File: config.mk
export PLATFORM = sky130hd
export DESIGN_NAME = irq_bcast_regs
export DESIGN_NICKNAME = d
export VERILOG_FILES = /design/src/rtl/irq_bcast_pkg.sv /design/src/rtl/irq_rst_sync.sv /design/src/rtl/irq_addr_decode.sv /design/src/rtl/irq_state_regs.sv /design/src/rtl/irq_read_mux.sv /design/src/rtl/irq_bcast_regs.sv
export SDC_FILE = /design/constraint.sdc
export NUM_CORES = 1
export LEC_CHECK = 0
export BUFFER_PORTS_ARGS = -buffer_cell sky130_fd_sc_hd__buf_2
export CAP_MARGIN = 20
export CORE_MARGIN = 10
export CORE_UTILIZATION = 35
export DETAILED_ROUTE_END_ITERATION = 8
export GPL_ROUTABILITY_DRIVEN = 1
export GPL_TIMING_DRIVEN = 0
export PLACE_DENSITY_LB_ADDON = 0.05
export SKIP_CTS_REPAIR_TIMING = 1
export SLEW_MARGIN = 40
export SYNTH_ARGS = -nofsm -noshare
export SYNTH_HDL_FRONTEND = slang
export SYNTH_SLANG_ARGS = --single-unit
File: constraint.sdc
create_clock -name clk_i -period 4.12 [get_ports clk_i]
set_input_delay 0.618 -clock clk_i [delete_from_list [all_inputs] [get_ports clk_i]]
set_output_delay 0.618 -clock clk_i [all_outputs]
set_load 0.05 [all_outputs]
File: src/rtl/irq_bcast_pkg.sv
package irq_bcast_pkg;

  // Register offsets; the decode and the software view both depend on these.
  localparam int unsigned OFF_STATUS = 0;
  localparam int unsigned OFF_CLEAR  = 1;
  localparam int unsigned OFF_MASK   = 2;
  localparam int unsigned OFF_ID     = 3;

  typedef enum logic [1:0] {
    SEL_NONE   = 2'd0,
    SEL_STATUS = 2'd1,
    SEL_MASK   = 2'd2,
    SEL_ID     = 2'd3
  } rd_sel_e;

  typedef struct packed {
    logic set_wr;
    logic clr_wr;
    logic mask_wr;
  } wr_cmd_t;

endpackage

File: src/rtl/irq_rst_sync.sv
module irq_rst_sync (
  input  logic clk_i,
  input  logic arst_ni,
  output logic rst_no
);

  logic [1:0] sync_q;

  always_ff @(posedge clk_i or negedge arst_ni) begin
    if (!arst_ni) begin
      sync_q <= 2'b00;
    end else begin
      sync_q <= {sync_q[0], 1'b1};
    end
  end

  assign rst_no = sync_q[1];

endmodule

File: src/rtl/irq_addr_decode.sv
module irq_addr_decode
  import irq_bcast_pkg::*;
#(
  parameter int unsigned ADDR_W = 32,
  parameter int unsigned OFF_W  = 8,
  parameter int unsigned SLOT_W = 10,
  parameter int unsigned DEV_W  = 10,
  parameter logic [ADDR_W-1:0] BASE_ADDR = '0
) (
  input  logic [ADDR_W-1:0] addr_i,
  input  logic              wr_en_i,
  input  logic              rd_en_i,
  input  logic              self_i,
  input  logic              bcast_i,
  input  logic [DEV_W-1:0]  bus_id_i,
  output wr_cmd_t           wr_cmd_o,
  output rd_sel_e           rd_sel_o
);

  localparam int unsigned TOP_LSB = SLOT_W + DEV_W;
  localparam logic [DEV_W-1:0] BCAST_DEV = {DEV_W{1'b1}};

  logic [OFF_W-1:0] off;
  logic [DEV_W-1:0] dev;
  logic             base_ok;
  logic             pad_ok;
  logic             directed;
  logic             bc_write;
  logic             take_wr;
  logic             take_rd;

  assign off     = addr_i[OFF_W-1:0];
  assign dev     = addr_i[TOP_LSB-1:SLOT_W];
  assign base_ok = (addr_i[ADDR_W-1:TOP_LSB] == BASE_ADDR[ADDR_W-1:TOP_LSB]);

  generate
    if (SLOT_W > OFF_W) begin : g_pad
      assign pad_ok = (addr_i[SLOT_W-1:OFF_W] == '0);
    end else begin : g_nopad
      assign pad_ok = 1'b1;
    end
  endgenerate

  assign directed = base_ok & pad_ok & (dev == bus_id_i);
  assign bc_write = bcast_i & base_ok & pad_ok & (dev == BCAST_DEV);

  assign take_wr = wr_en_i & (self_i | directed | bc_write);
  assign take_rd = rd_en_i & ~wr_en_i & (self_i | directed);

  always_comb begin
    wr_cmd_o.set_wr  = take_wr & (off == OFF_W'(OFF_STATUS));
    wr_cmd_o.clr_wr  = take_wr & (off == OFF_W'(OFF_CLEAR));
    wr_cmd_o.mask_wr = take_wr & (off == OFF_W'(OFF_MASK));
  end

  always_comb begin
    rd_sel_o = SEL_NONE;
    if (take_rd) begin
      if (off == OFF_W'(OFF_STATUS)) begin
        rd_sel_o = SEL_STATUS;
      end else if (off == OFF_W'(OFF_MASK)) begin
        rd_sel_o = SEL_MASK;
      end else if (off == OFF_W'(OFF_ID)) begin
        rd_sel_o = SEL_ID;
      end
    end
  end

endmodule

File: src/rtl/irq_state_regs.sv
module irq_state_regs
  import irq_bcast_pkg::*;
#(
  parameter int unsigned DATA_W = 32
) (
  input  logic              clk_i,
  input  logic              rst_ni,
  input  wr_cmd_t           wr_cmd_i,
  input  logic [DATA_W-1:0] wdata_i,
  output logic [DATA_W-1:0] status_q,
  output logic [DATA_W-1:0] mask_q,
  output logic              resched_q
);

  logic [DATA_W-1:0] status_d;
  logic [DATA_W-1:0] mask_d;
  logic [DATA_W-1:0] vis_old;
  logic [DATA_W-1:0] vis_new;
  logic              status_en;
  logic              mask_en;
  logic              resched_d;

  // Per-bit status cell: clear has its own offset, set its own, never both.
  for (genvar b = 0; b < DATA_W; b++) begin : g_bit
    always_comb begin
      if (wr_cmd_i.clr_wr) begin
        status_d[b] = status_q[b] & ~wdata_i[b];
      end else if (wr_cmd_i.set_wr) begin
        status_d[b] = status_q[b] | wdata_i[b];
      end else begin
        status_d[b] = status_q[b];
      end
    end
  end

  always_comb begin
    status_en = wr_cmd_i.set_wr | wr_cmd_i.clr_wr;
    mask_en   = wr_cmd_i.mask_wr;
    mask_d    = mask_en ? wdata_i : mask_q;
    vis_old   = status_q & mask_q;
    vis_new   = status_d & mask_d;
    resched_d = |(vis_new & ~vis_old);
  end

  always_ff @(posedge clk_i or negedge rst_ni) begin
    if (!rst_ni) begin
      status_q <= '0;
    end else if (status_en) begin
      status_q <= status_d;
    end
  end

  always_ff @(posedge clk_i or negedge rst_ni) begin
    if (!rst_ni) begin
      mask_q <= '0;
    end else if (mask_en) begin
      mask_q <= mask_d;
    end
  end

  always_ff @(posedge clk_i or negedge rst_ni) begin
    if (!rst_ni) begin
      resched_q <= 1'b0;
    end else begin
      resched_q <= resched_d;
    end
  end

endmodule

File: src/rtl/irq_read_mux.sv
module irq_read_mux
  import irq_bcast_pkg::*;
#(
  parameter int unsigned DATA_W = 32,
  parameter int unsigned DEV_W  = 10
) (
  input  logic              clk_i,
  input  logic              rst_ni,
  input  rd_sel_e           rd_sel_i,
  input  logic [DATA_W-1:0] status_i,
  input  logic [DATA_W-1:0] mask_i,
  input  logic [DEV_W-1:0]  bus_id_i,
  output logic [DATA_W-1:0] rdata_q
);

  localparam int unsigned ID_PAD = DATA_W - DEV_W;

  logic [DATA_W-1:0] rdata_d;

  always_comb begin
    unique case (rd_sel_i)
      SEL_STATUS: rdata_d = status_i;
      SEL_MASK:   rdata_d = mask_i;
      SEL_ID:     rdata_d = {{ID_PAD{1'b0}}, bus_id_i};
      default:    rdata_d = '0;
    endcase
  end

  always_ff @(posedge clk_i or negedge rst_ni) begin
    if (!rst_ni) begin
      rdata_q <= '0;
    end else begin
      rdata_q <= rdata_d;
    end
  end

endmodule

File: src/rtl/irq_bcast_regs.sv
module irq_bcast_regs
  import irq_bcast_pkg::*;
#(
  parameter int unsigned DATA_W = 32,
  parameter int unsigned ADDR_W = 32,
  parameter int unsigned OFF_W  = 8,
  parameter int unsigned SLOT_W = 10,
  parameter int unsigned DEV_W  = 10,
  parameter logic [ADDR_W-1:0] BASE_ADDR = '0
) (
  input  logic              clk_i,
  input  logic              arst_ni,
  input  logic [DEV_W-1:0]  bus_id_i,
  input  logic [ADDR_W-1:0] addr_i,
  input  logic [DATA_W-1:0] wdata_i,
  input  logic              wr_en_i,
  input  logic              rd_en_i,
  input  logic              self_i,
  input  logic              bcast_i,
  output logic [DATA_W-1:0] rdata_o,
  output logic              resched_o
);

  logic              rst_n;
  wr_cmd_t           wr_cmd;
  rd_sel_e           rd_sel;
  logic [DATA_W-1:0] status_q;
  logic [DATA_W-1:0] mask_q;

  irq_rst_sync u_rst_sync (
    .clk_i   (clk_i),
    .arst_ni (arst_ni),
    .rst_no  (rst_n)
  );

  irq_addr_decode #(
    .ADDR_W    (ADDR_W),
    .OFF_W     (OFF_W),
    .SLOT_W    (SLOT_W),
    .DEV_W     (DEV_W),
    .BASE_ADDR (BASE_ADDR)
  ) u_decode (
    .addr_i   (addr_i),
    .wr_en_i  (wr_en_i),
    .rd_en_i  (rd_en_i),
    .self_i   (self_i),
    .bcast_i  (bcast_i),
    .bus_id_i (bus_id_i),
    .wr_cmd_o (wr_cmd),
    .rd_sel_o (rd_sel)
  );

  irq_state_regs #(
    .DATA_W (DATA_W)
  ) u_state (
    .clk_i     (clk_i),
    .rst_ni    (rst_n),
    .wr_cmd_i  (wr_cmd),
    .wdata_i   (wdata_i),
    .status_q  (status_q),
    .mask_q    (mask_q),
    .resched_q (resched_o)
  );

  irq_read_mux #(
    .DATA_W (DATA_W),
    .DEV_W  (DEV_W)
  ) u_rmux (
    .clk_i    (clk_i),
    .rst_ni   (rst_n),
    .rd_sel_i (rd_sel),
    .status_i (status_q),
    .mask_i   (mask_q),
    .bus_id_i (bus_id_i),
    .rdata_q  (rdata_o)
  );

endmodule

==> results of run 1 <==
worst register-to-register path: stages, from the launching register on:
cell	delay, ns
dfrtp_1	0.40
and3b_1	0.17
o21ai_0	0.38
nand4_1	0.23
o21ai_0	0.22
o21ai_0	0.11
a2111oi_0	0.38
nand4_1	0.13
flip-flops by register name (all words and copies together), names as in the netlist:
name and count:
u_rst_sync.sync_q 2, u_state.resched_q 1, u_rmux.rdata_q 32, u_state.status_q 32
u_state.mask_q 32
worst paths after layout:
check / slack (ns) / depth (start not counted) / from / to
max: 0.66 / 10 / addr_i[5] / u_state.resched_q$_DFF_PN0_
min: 0.04 / 1 / arst_ni / u_rst_sync.sync_q[1]$_DFF_PN0_
max reg2reg: 1.96 / 7 / u_state.status_q[6]$_DFFE_PN0P_ / u_state.resched_q$_DFF_PN0_
min reg2reg: 0.24 / 0 / u_rst_sync.sync_q[1]$_DFF_PN0_ / u_state.mask_q[4]$_DFFE_PN0N_
max in group asynchronous: 3.33 / 1 / u_rst_sync.sync_q[1]$_DFF_PN0_ / u_rmux.rdata_q[27]$_DFF_PN0_
min in group clk_i: 0.36 / 0 / u_rst_sync.sync_q[0]$_DFF_PN0_ / u_rst_sync.sync_q[1]$_DFF_PN0_
layer usage:
| metal | up-vias | share of wire, % | global-route usage, % |
|---|---|---|---|
| met5 | - | 0 | 0 |
| li1 | 1949 | - | - |
| met4 | 0 | 1.1 | 3.59 |
| met2 | 118 | 49 | 27.3 |
| met3 | 18 | 5.7 | 4.63 |
| met1 | 2036 | 44 | 21.0 |
cell families after synthesis:
group | Yosys count
flops | 99
xor+xnor | 10
other cells | 1
compound gates | 117
simple gates | 149
buf+inv | 43
mux | 49
layout make-up:
cell class	count	area (µm²)	share of cell area [%]
Inverter	19	71.3	1.16
Tap cell	180	225	3.68
Multi-Input combinational cell	326	2350	38.3
Timing Repair Buffer	113	596	9.72
Sequential cell	99	2480	40.5
Clock inverter	4	25.0	0.408
Buffer	24	125	2.04
Clock buffer	12	256	4.19
power groups by stage:
stage	sequential (mW)	combinational [mW]	clock (mW)
3_5_place_dp	1.03	0.176	0
3_3_place_gp	1.05	0.153	0
2_1_floorplan	1.04	0.0727	0
4_1_cts	1.01	0.176	0.838
5_1_grt	1.02	0.191	0.873
6_report	1.01	0.174	0.809
placed cells by master, fill, tap and decap left out, types with 3 or more instances in the layout:
| master | count |
|---|---|
| nor2b_1 | 14 |
| mux2_2 | 40 |
| a2111oi_0 | 4 |
| and3b_1 | 6 |
| nor3b_1 | 8 |
| nor4_1 | 5 |
| nand3b_1 | 11 |
| inv_1 | 19 |
| xnor2_1 | 10 |
| dfrtp_1 | 98 |
| a22o_1 | 29 |
| nor2_1 | 14 |
| buf_2 | 115 |
| nand2b_1 | 5 |
| a21boi_0 | 6 |
| clkbuf_16 | 9 |
| or2_2 | 4 |
| mux2i_1 | 9 |
| a2111oi_2 | 3 |
| nand2_1 | 58 |
| nand3_1 | 6 |
| o21ai_0 | 41 |
| clkbuf_1 | 12 |
| a22oi_1 | 15 |
| buf_4 | 6 |
| nand4_1 | 9 |
==> results.py, run 1 <==
metrics = {
    "status": {
        "outcome": "finished, final reports clean",
    },
    "cts": {
        "cts.sink_count": 99,
        "cts_tree": "built",
        "cts_root_buf": "clkbuf_16",
        "cts.clk_slew.worst_paths_ns": 0.07,
        "ctsHtreeMaxLevel": 3,
        "clockBufferDepth": 2,
        "clkLatencyLatePin_ns": 0.35,
        "cts_buffers": 9,
    },
    "pwr": {
        "power_density_mw_per_mm2": 326,
        "power.switching_uw": 490,
        "clockPowerShare_pct": 40.5,
        "p_leak_nw": 2.88,
        "power_mw": 2.00,
        "seqPwrFrac_pct": 50.8,
        "swShare_pct": 24.5,
        "p_comb_share_pct": 8.7,
        "peakVddDrop_mv": 0.261,
        "internal-power_mw": 1.51,
    },
    "layout": {
        "area_delta_synth_final_pct": 22.3,
        "post-route-util_pct": 44.0,
        "fill_cells": 1370,
        "fin_cells": 777,
        "fin_area_mm2": 0.00613,
        "diodes": 0,
        "drive_gt1_share_pct": 33.8,
        "final_nets": 672,
    },
    "logic_synthesis": {
        "synth_compound_area_share_pct": 17.6,
        "yosysWarnings": 0,
        "synthMuxAreaShare_pct": 10.8,
        "synth_top_area_share_pct": 49.5,
        "synth_fa_ha_area_share_pct": 0,
        "synth-seq-area-share_pct": 49.5,
        "ys_seq_elements": 99,
        "syn_inst": 468,
        "ys.flop_type": "dfrtp_1",
        "yosysMostFrequentCell": "dfrtp_1",
        "synth_enable_flop_cells": 0,
        "yosys.area_share.simple_pct": 16.4,
        "synth_cell_type_count": 50,
        "synthXorXnorAreaFrac_pct": 1.75,
        "synth_common_cells": "99 x dfrtp_1, 58 x nand2_1, 41 x o21ai_0",
        "yosysTopAreaCell": "dfrtp_1",
        "synth_top_family_by_area": "compound AO/OA/AOI/OAI gates",
        "async_reset_ff_share_pct": 100,
        "synth_area_mm2": 0.00501,
        "syn_nets": 548,
        "syn_area_per_cell_um2": 10.7,
        "synth.area.top_cells": "dfrtp_1 49%, mux2_2 9.0%, a22o_1 5.1%",
    },
    "placement": {
        "placed_area_mm2": 0.00584,
        "place_hpwl_um": 11900,
        "placedCellCount": 761,
        "gp_congestion": 0.800,
        "io_buffers": 111,
        "place_ws_ns": 0.242,
    },
    "route": {
        "drt_iter0_drc": 217,
        "drtPass1Iterations": 4,
        "ant_nets": 0,
        "wl_per_cell_um": 21.0,
        "drc_errors": 0,
        "via_per_inst": 5.30,
        "dr_total_vias": 4121,
        "drt_wl_total_um": 16300,
    },
    "sta": {
        "drv_slew": 0,
        "setup_ws_ns": 0.660,
        "final.period_utilization_pct": 84.0,
        "min_period_ns": 3.46,
        "fin_skew_ns": 0.00390,
        "worstMarginPinSlew_ns": 0.829,
        "fmax_ghz": 0.289,
        "tns_ns": 0,
        "rsz0062_at_grt": "false",
        "relSlewSlack_pct": 44.6,
        "whs_ns": 0.0407,
        "finalHoldViolations": 0,
        "setup_viol": 0,
    },
    "critical_path": {
        "crit_top_cell": "nand4_1",
        "crit_type": "primary input to flop",
        "arrival_ns": 3.67,
        "cp_top_family": "simple AND/OR/NAND/NOR gates",
        "cp_cell_sequence": "buf_2, nor2_1, nand4_1, or3b_2, a21oi_2, buf_4, a22oi_1, a32o_1, nor4_1, nand4_1",
        "end_kind": "flop",
        "crit_buf_inv": 2,
        "start_kind": "primary input",
        "max_stage_delay_ns": 0.72,
        "crit_slowest_cell": "or3b_2",
        "cp_data_required_time_ns": 4.33,
        "critPathMaxFanout": 10,
    },
    "die": {
        "fp-row-count": 43,
        "die_area_mm2": 0.0195,
        "die_w_um": 140,
        "design.core.area_mm2": 0.0139,
        "ios": 113,
        "die_y_um": 140,
        "start_util_pct": 36.0,
    },
    "grt": {
        "grt_pass1_wl_um": 25200,
        "antenna_found_initial": 0,
        "track_usage_pct": 16.6,
        "grt_max_degree": 41,
        "grt_overflow": 0,
        "grt_pass1_vias": 4287,
    },
    "flow_run": {
        "maxCapViolations": 0,
    },
    "worst_hold_path": {
        "min_path_type": "primary input to async pin",
    },
}
No activity file was read; power rests on OpenSTA's default activity.
==> inputs of run 2 (changes only) <==
==> constraint.sdc (replaced) <==
create_clock -name clk_i -period 2.9 [get_ports clk_i]
set_input_delay 0.435 -clock clk_i [delete_from_list [all_inputs] [get_ports clk_i]]
set_output_delay 0.435 -clock clk_i [all_outputs]
set_load 0.05 [all_outputs]
==> results.py, run 2 (same netlist as run 1, synthesis figures left out) <==
metrics = {
    "critical_path": {
        "end_kind": "flop",
        "cp_cell_sequence": "buf_2, nor4_1, nand4_1, or4_4, buf_6, a21oi_2, nand3b_1, a21boi_0, a2111oi_2, nand4_1",
        "max_stage_delay_ns": 0.62,
        "crit_cells": 10,
        "critPathMaxFanout": 10,
        "cp_data_required_time_ns": 3.18,
        "crit_slowest_cell": "a21oi_2",
        "regToRegEndpoint": "u_state.resched_q$_DFF_PN0_",
        "crit_buf_inv": 2,
        "crit_top_cell": "nand4_1",
        "cp_top_family": "simple AND/OR/NAND/NOR gates",
        "arrival_ns": 3.10,
        "r2r.worst_path.cells": 7,
        "reg2reg_setup_slack_ns": 0.84,
        "startpoint": "addr_i[24]",
        "start_kind": "primary input",
        "setup.worst_path.end": "u_state.resched_q$_DFF_PN0_",
        "crit_type": "primary input to flop",
        "rr_startpoint": "u_state.status_q[6]$_DFFE_PN0P_",
    },
    "placement": {
        "gp_congestion": 0.823,
        "place_ws_ns": -0.723,
        "io_buffers": 111,
        "place_hpwl_um": 12000,
    },
    "route": {
        "dr_total_vias": 4135,
        "wl_per_cell_um": 20.5,
        "drc_errors": 0,
        "drt_wl_total_um": 16100,
        "via_per_inst": 5.25,
        "ant_nets": 0,
        "drtPass1Iterations": 4,
        "drt_iter0_drc": 270,
    },
    "pwr": {
        "p_leak_nw": 2.96,
        "power_density_mw_per_mm2": 459,
        "peakVddDrop_mv": 0.287,
    },
    "cts": {
        "cts_tree": "built",
        "cts.clk_slew.worst_paths_ns": 0.07,
        "clockBufferDepth": 2,
        "cts.sink_count": 99,
        "cts_buffers": 9,
        "clkLatencyLatePin_ns": 0.35,
        "cts_root_buf": "clkbuf_16",
        "ctsHtreeMaxLevel": 3,
    },
    "layout": {
        "post-route-util_pct": 44.9,
        "diodes": 0,
        "final_nets": 682,
        "drive_gt1_share_pct": 35.1,
        "reg_top3": "u_rmux.rdata_q: 32 flops, u_state.mask_q: 32 flops, u_state.status_q: 32 flops",
        "layout_commonest_cell": "buf_2",
        "final_cell_mix": "115 x buf_2, 98 x dfrtp_1, 58 x nand2_1, 41 x o21ai_0, 40 x mux2_2",
        "fill_cells": 1310,
        "area_delta_synth_final_pct": 24.8,
    },
    "sta": {
        "min_period_ns": 2.81,
        "fmax_ghz": 0.355,
        "rsz0062_at_grt": "false",
        "worstMarginPinSlew_ns": 0.795,
        "tns_ns": 0,
        "fin_skew_ns": 0.00779,
        "finalHoldViolations": 0,
        "drv_slew": 0,
        "setup_viol": 0,
        "relSlewSlack_pct": 46.9,
        "whs_ns": 0.265,
        "setup_ws_ns": 0.0856,
        "final.period_utilization_pct": 97.0,
    },
    "grt": {
        "grt_overflow": 0,
        "track_usage_pct": 16.5,
        "antenna_found_initial": 0,
        "grt_max_degree": 38,
        "grt_pass1_vias": 4342,
        "grt_pass1_wl_um": 25200,
    },
    "die": {
        "start_util_pct": 36.0,
        "design.core.area_mm2": 0.0139,
        "die_w_um": 140,
        "ios": 113,
        "fp-row-count": 43,
        "die_y_um": 140,
        "die_area_mm2": 0.0195,
    },
    "flow_run": {
        "maxCapViolations": 0,
    },
    "worst_hold_path": {
        "min_path_type": "flop to async pin",
    },
    "status": {
        "outcome": "finished, final reports clean",
    },
}
==> run 2: cell count changes in the layout (fill, tap and decap cells not counted), sizes merged <==
cell	change
clkinvlp	-2
dlygate4sd3	+1
clkbuf	+1
buf	+9
bufinv	+1
==> run 2: how the worst min path moves through the flow <==
stage	startpoint	endpoint	depth (start not counted)
3_5_place_dp	arst_ni	u_rst_sync.sync_q[0]$_DFF_PN0_	1
5_1_grt	u_rst_sync.sync_q[1]$_DFF_PN0_	u_state.mask_q[0]$_DFFE_PN0N_	0
4_1_cts	arst_ni	u_rst_sync.sync_q[1]$_DFF_PN0_	1
2_1_floorplan	arst_ni	u_rst_sync.sync_q[0]$_DFF_PN0_	0
6_report	u_rst_sync.sync_q[1]$_DFF_PN0_	u_rmux.rdata_q[3]$_DFF_PN0_	0
3_3_place_gp	arst_ni	u_rst_sync.sync_q[0]$_DFF_PN0_	1
==> run 2: worst reg2reg max path, stage by stage, from the launching register on <==
cell	delay [ns]
dfrtp_1	0.41
and3b_1	0.17
o21ai_0	0.30
nand4_1	0.17
o21ai_0	0.25
o21ai_0	0.15
a2111oi_2	0.37
nand4_1	0.12
==> run 2: layout make-up <==
class	count	area, µm²	area share [%]
clock inverter	3	40.0	0.641
tap	180	225	3.60
multi-input combinational	326	2390	38.2
timing repair buffer	123	673	10.8
clock buffer	13	240	3.84
sequential	99	2480	39.7
buffer	24	133	2.12
inverter	19	71.3	1.14
==> run 2: through the flow <==
step	instance area, µm²	power, mW	std cells
2_1_floorplan	5020	1.58	468
3_3_place_gp	5800	1.70	759
3_5_place_dp	5850	1.71	761
4_1_cts	6130	2.90	777
5_1_grt	6250	3.00	787
6_report	6250	2.87	787
==> run 2: power breakdown <==
| part | total, mW | switching, mW | leakage [nW] | internal (mW) |
|---|---|---|---|---|
| Combinational | 0.247 | 0.140 | 1.48 | 0.107 |
| Sequential | 1.44 | 0.0324 | 1.34 | 1.41 |
| Clock | 1.18 | 0.513 | 0.138 | 0.668 |
| Total | 2.87 | 0.685 | 2.96 | 2.18 |
==> run 2: layer usage <==
metal	up-vias	track usage, %	share of wire [%]
met3	16	4.59	5.5
li1	1975	-	-
met5	-	0	0
met2	127	26.4	49
met4	0	4.18	1.5
met1	2017	21.3	44
==> inputs of run 3 (changes only) <==
==> constraint.sdc (replaced) <==
create_clock -name clk_i -period 3.1 [get_ports clk_i]
set_input_delay 0.465 -clock clk_i [delete_from_list [all_inputs] [get_ports clk_i]]
set_output_delay 0.465 -clock clk_i [all_outputs]
set_load 0.05 [all_outputs]
==> results.py, run 3 (same netlist as run 1, synthesis figures left out) <==
metrics = {
    "sta": {
        "whs_ns": 0.241,
        "drv_slew": 0,
        "final.period_utilization_pct": 96.8,
        "worstMarginPinSlew_ns": 0.847,
        "rsz0062_at_grt": "true",
        "setup_viol": 0,
        "min_period_ns": 3.00,
        "tns_ns": 0,
        "fmax_ghz": 0.333,
        "finalHoldViolations": 0,
        "fin_skew_ns": 0.00330,
        "relSlewSlack_pct": 43.4,
        "setup_ws_ns": 0.101,
    },
    "grt": {
        "grt_overflow": 0,
        "grt_max_degree": 41,
        "grt_pass1_vias": 4287,
        "grt_pass1_wl_um": 25200,
        "antenna_found_initial": 0,
        "track_usage_pct": 16.6,
    },
    "layout": {
        "fill_cells": 1361,
        "fin_cells": 788,
        "final_nets": 683,
        "diodes": 0,
        "reg_top3": "u_rmux.rdata_q: 32 flops, u_state.mask_q: 32 flops, u_state.status_q: 32 flops",
        "drive_gt1_share_pct": 35.4,
        "final_cell_mix": "112 x buf_2, 98 x dfrtp_1, 58 x nand2_1, 41 x o21ai_0, 40 x mux2_2",
        "area_delta_synth_final_pct": 24.5,
        "layout_commonest_cell": "buf_2",
    },
    "critical_path": {
        "arrival_ns": 3.21,
        "crit_buf_inv": 2,
        "rr_startpoint": "u_state.status_q[6]$_DFFE_PN0P_",
        "cp_top_family": "simple AND/OR/NAND/NOR gates",
        "start_kind": "primary input",
        "crit_slowest_cell": "or4_4",
        "critPathMaxFanout": 10,
        "crit_type": "primary input to flop",
        "cp_cell_sequence": "buf_2, nor4_1, nand4_1, or4_4, buf_6, a21oi_4, mux2_2, a21boi_0, a2111oi_0, nand4_1",
        "startpoint": "addr_i[28]",
        "end_kind": "flop",
        "crit_top_cell": "nand4_1",
        "cp_data_required_time_ns": 3.31,
        "max_stage_delay_ns": 0.61,
    },
    "route": {
        "drt_iter0_drc": 237,
        "drt_wl_total_um": 16400,
        "wl_per_cell_um": 20.8,
        "ant_nets": 0,
        "via_per_inst": 5.23,
        "drtPass1Iterations": 4,
        "dr_total_vias": 4125,
        "drc_errors": 0,
    },
    "pwr": {
        "power_density_mw_per_mm2": 425,
        "swShare_pct": 24.4,
        "seqPwrFrac_pct": 50.8,
        "internal-power_mw": 2.00,
        "p_comb_share_pct": 8.8,
        "peakVddDrop_mv": 0.348,
        "p_leak_nw": 2.94,
        "power.switching_uw": 648,
        "power_mw": 2.65,
        "clockPowerShare_pct": 40.4,
    },
    "placement": {
        "gp_congestion": 0.800,
        "place_ws_ns": -0.625,
        "io_buffers": 111,
        "placedCellCount": 761,
        "place_hpwl_um": 11900,
    },
    "status": {
        "outcome": "finished, final reports clean",
    },
    "cts": {
        "ctsHtreeMaxLevel": 3,
        "cts_root_buf": "clkbuf_16",
        "cts.clk_slew.worst_paths_ns": 0.07,
        "cts_buffers": 9,
        "cts_tree": "built",
        "cts.sink_count": 99,
        "clockBufferDepth": 2,
        "clkLatencyLatePin_ns": 0.35,
    },
    "worst_hold_path": {
        "min_path_type": "flop to async pin",
    },
    "die": {
        "design.core.area_mm2": 0.0139,
        "start_util_pct": 36.0,
        "die_area_mm2": 0.0195,
        "die_w_um": 140,
        "fp-row-count": 43,
        "ios": 113,
        "die_y_um": 140,
    },
    "flow_run": {
        "maxCapViolations": 0,
    },
}
-- run 3: worst register-to-register path: stages (launching register included) --
cell and delay (ns):
dfrtp_1 0.40, and3b_1 0.17, o21ai_0 0.39, nand4_1 0.24
o21ai_0 0.22, o21ai_0 0.11, a2111oi_0 0.38, nand4_1 0.13
-- run 3: per-stage QoR --
stage / util (%) / instance area (µm²)
2_1_floorplan: - / 5010
3_3_place_gp: 41.6 / 5790
3_5_place_dp: 41.9 / 5840
4_1_cts: 44.0 / 6120
5_1_grt: 44.8 / 6240
6_report: 44.8 / 6240
-- run 3: area by class of cell --
| type | instances | area, µm² | area share, % |
|---|---|---|---|
| Buffer | 24 | 135 | 2.17 |
| Clock buffer | 12 | 256 | 4.11 |
| Clock inverter | 4 | 25.0 | 0.401 |
| Inverter | 19 | 71.3 | 1.14 |
| Multi-Input combinational cell | 326 | 2360 | 37.9 |
| Sequential cell | 99 | 2480 | 39.8 |
| Tap cell | 180 | 225 | 3.61 |
| Timing Repair Buffer | 124 | 681 | 10.9 |
-- run 3: power groups by stage --
stage          sequential, mW  clock (mW)  combinational, mW
2_1_floorplan            1.38           0             0.0966
3_3_place_gp             1.39           0              0.204
3_5_place_dp             1.37           0              0.234
4_1_cts                  1.35        1.11              0.234
5_1_grt                  1.35        1.16              0.256
6_report                 1.35        1.07              0.233
-- run 3: per-layer routing --
metal | vias up | global-route usage, % | share of wire, %
met5 | - | 0 | 0
met4 | 0 | 3.59 | 1.1
met3 | 16 | 4.63 | 5.3
met2 | 109 | 27.3 | 49
met1 | 2028 | 21.0 | 44
li1 | 1972 | - | -
-- run 3: worst paths after layout --
kind / to / slack [ns] / depth (start not counted)
worst max register to register: u_state.resched_q$_DFF_PN0_ / 0.92 / 7
worst min register to register: u_state.mask_q[4]$_DFFE_PN0N_ / 0.24 / 0
max in group asynchronous: u_rmux.rdata_q[15]$_DFF_PN0_ / 2.32 / 1
worst min-delay path: u_state.mask_q[4]$_DFFE_PN0N_ / 0.24 / 0
worst max-delay path: u_state.resched_q$_DFF_PN0_ / 0.10 / 10
min in group clk_i: u_rst_sync.sync_q[1]$_DFF_PN0_ / 0.35 / 0
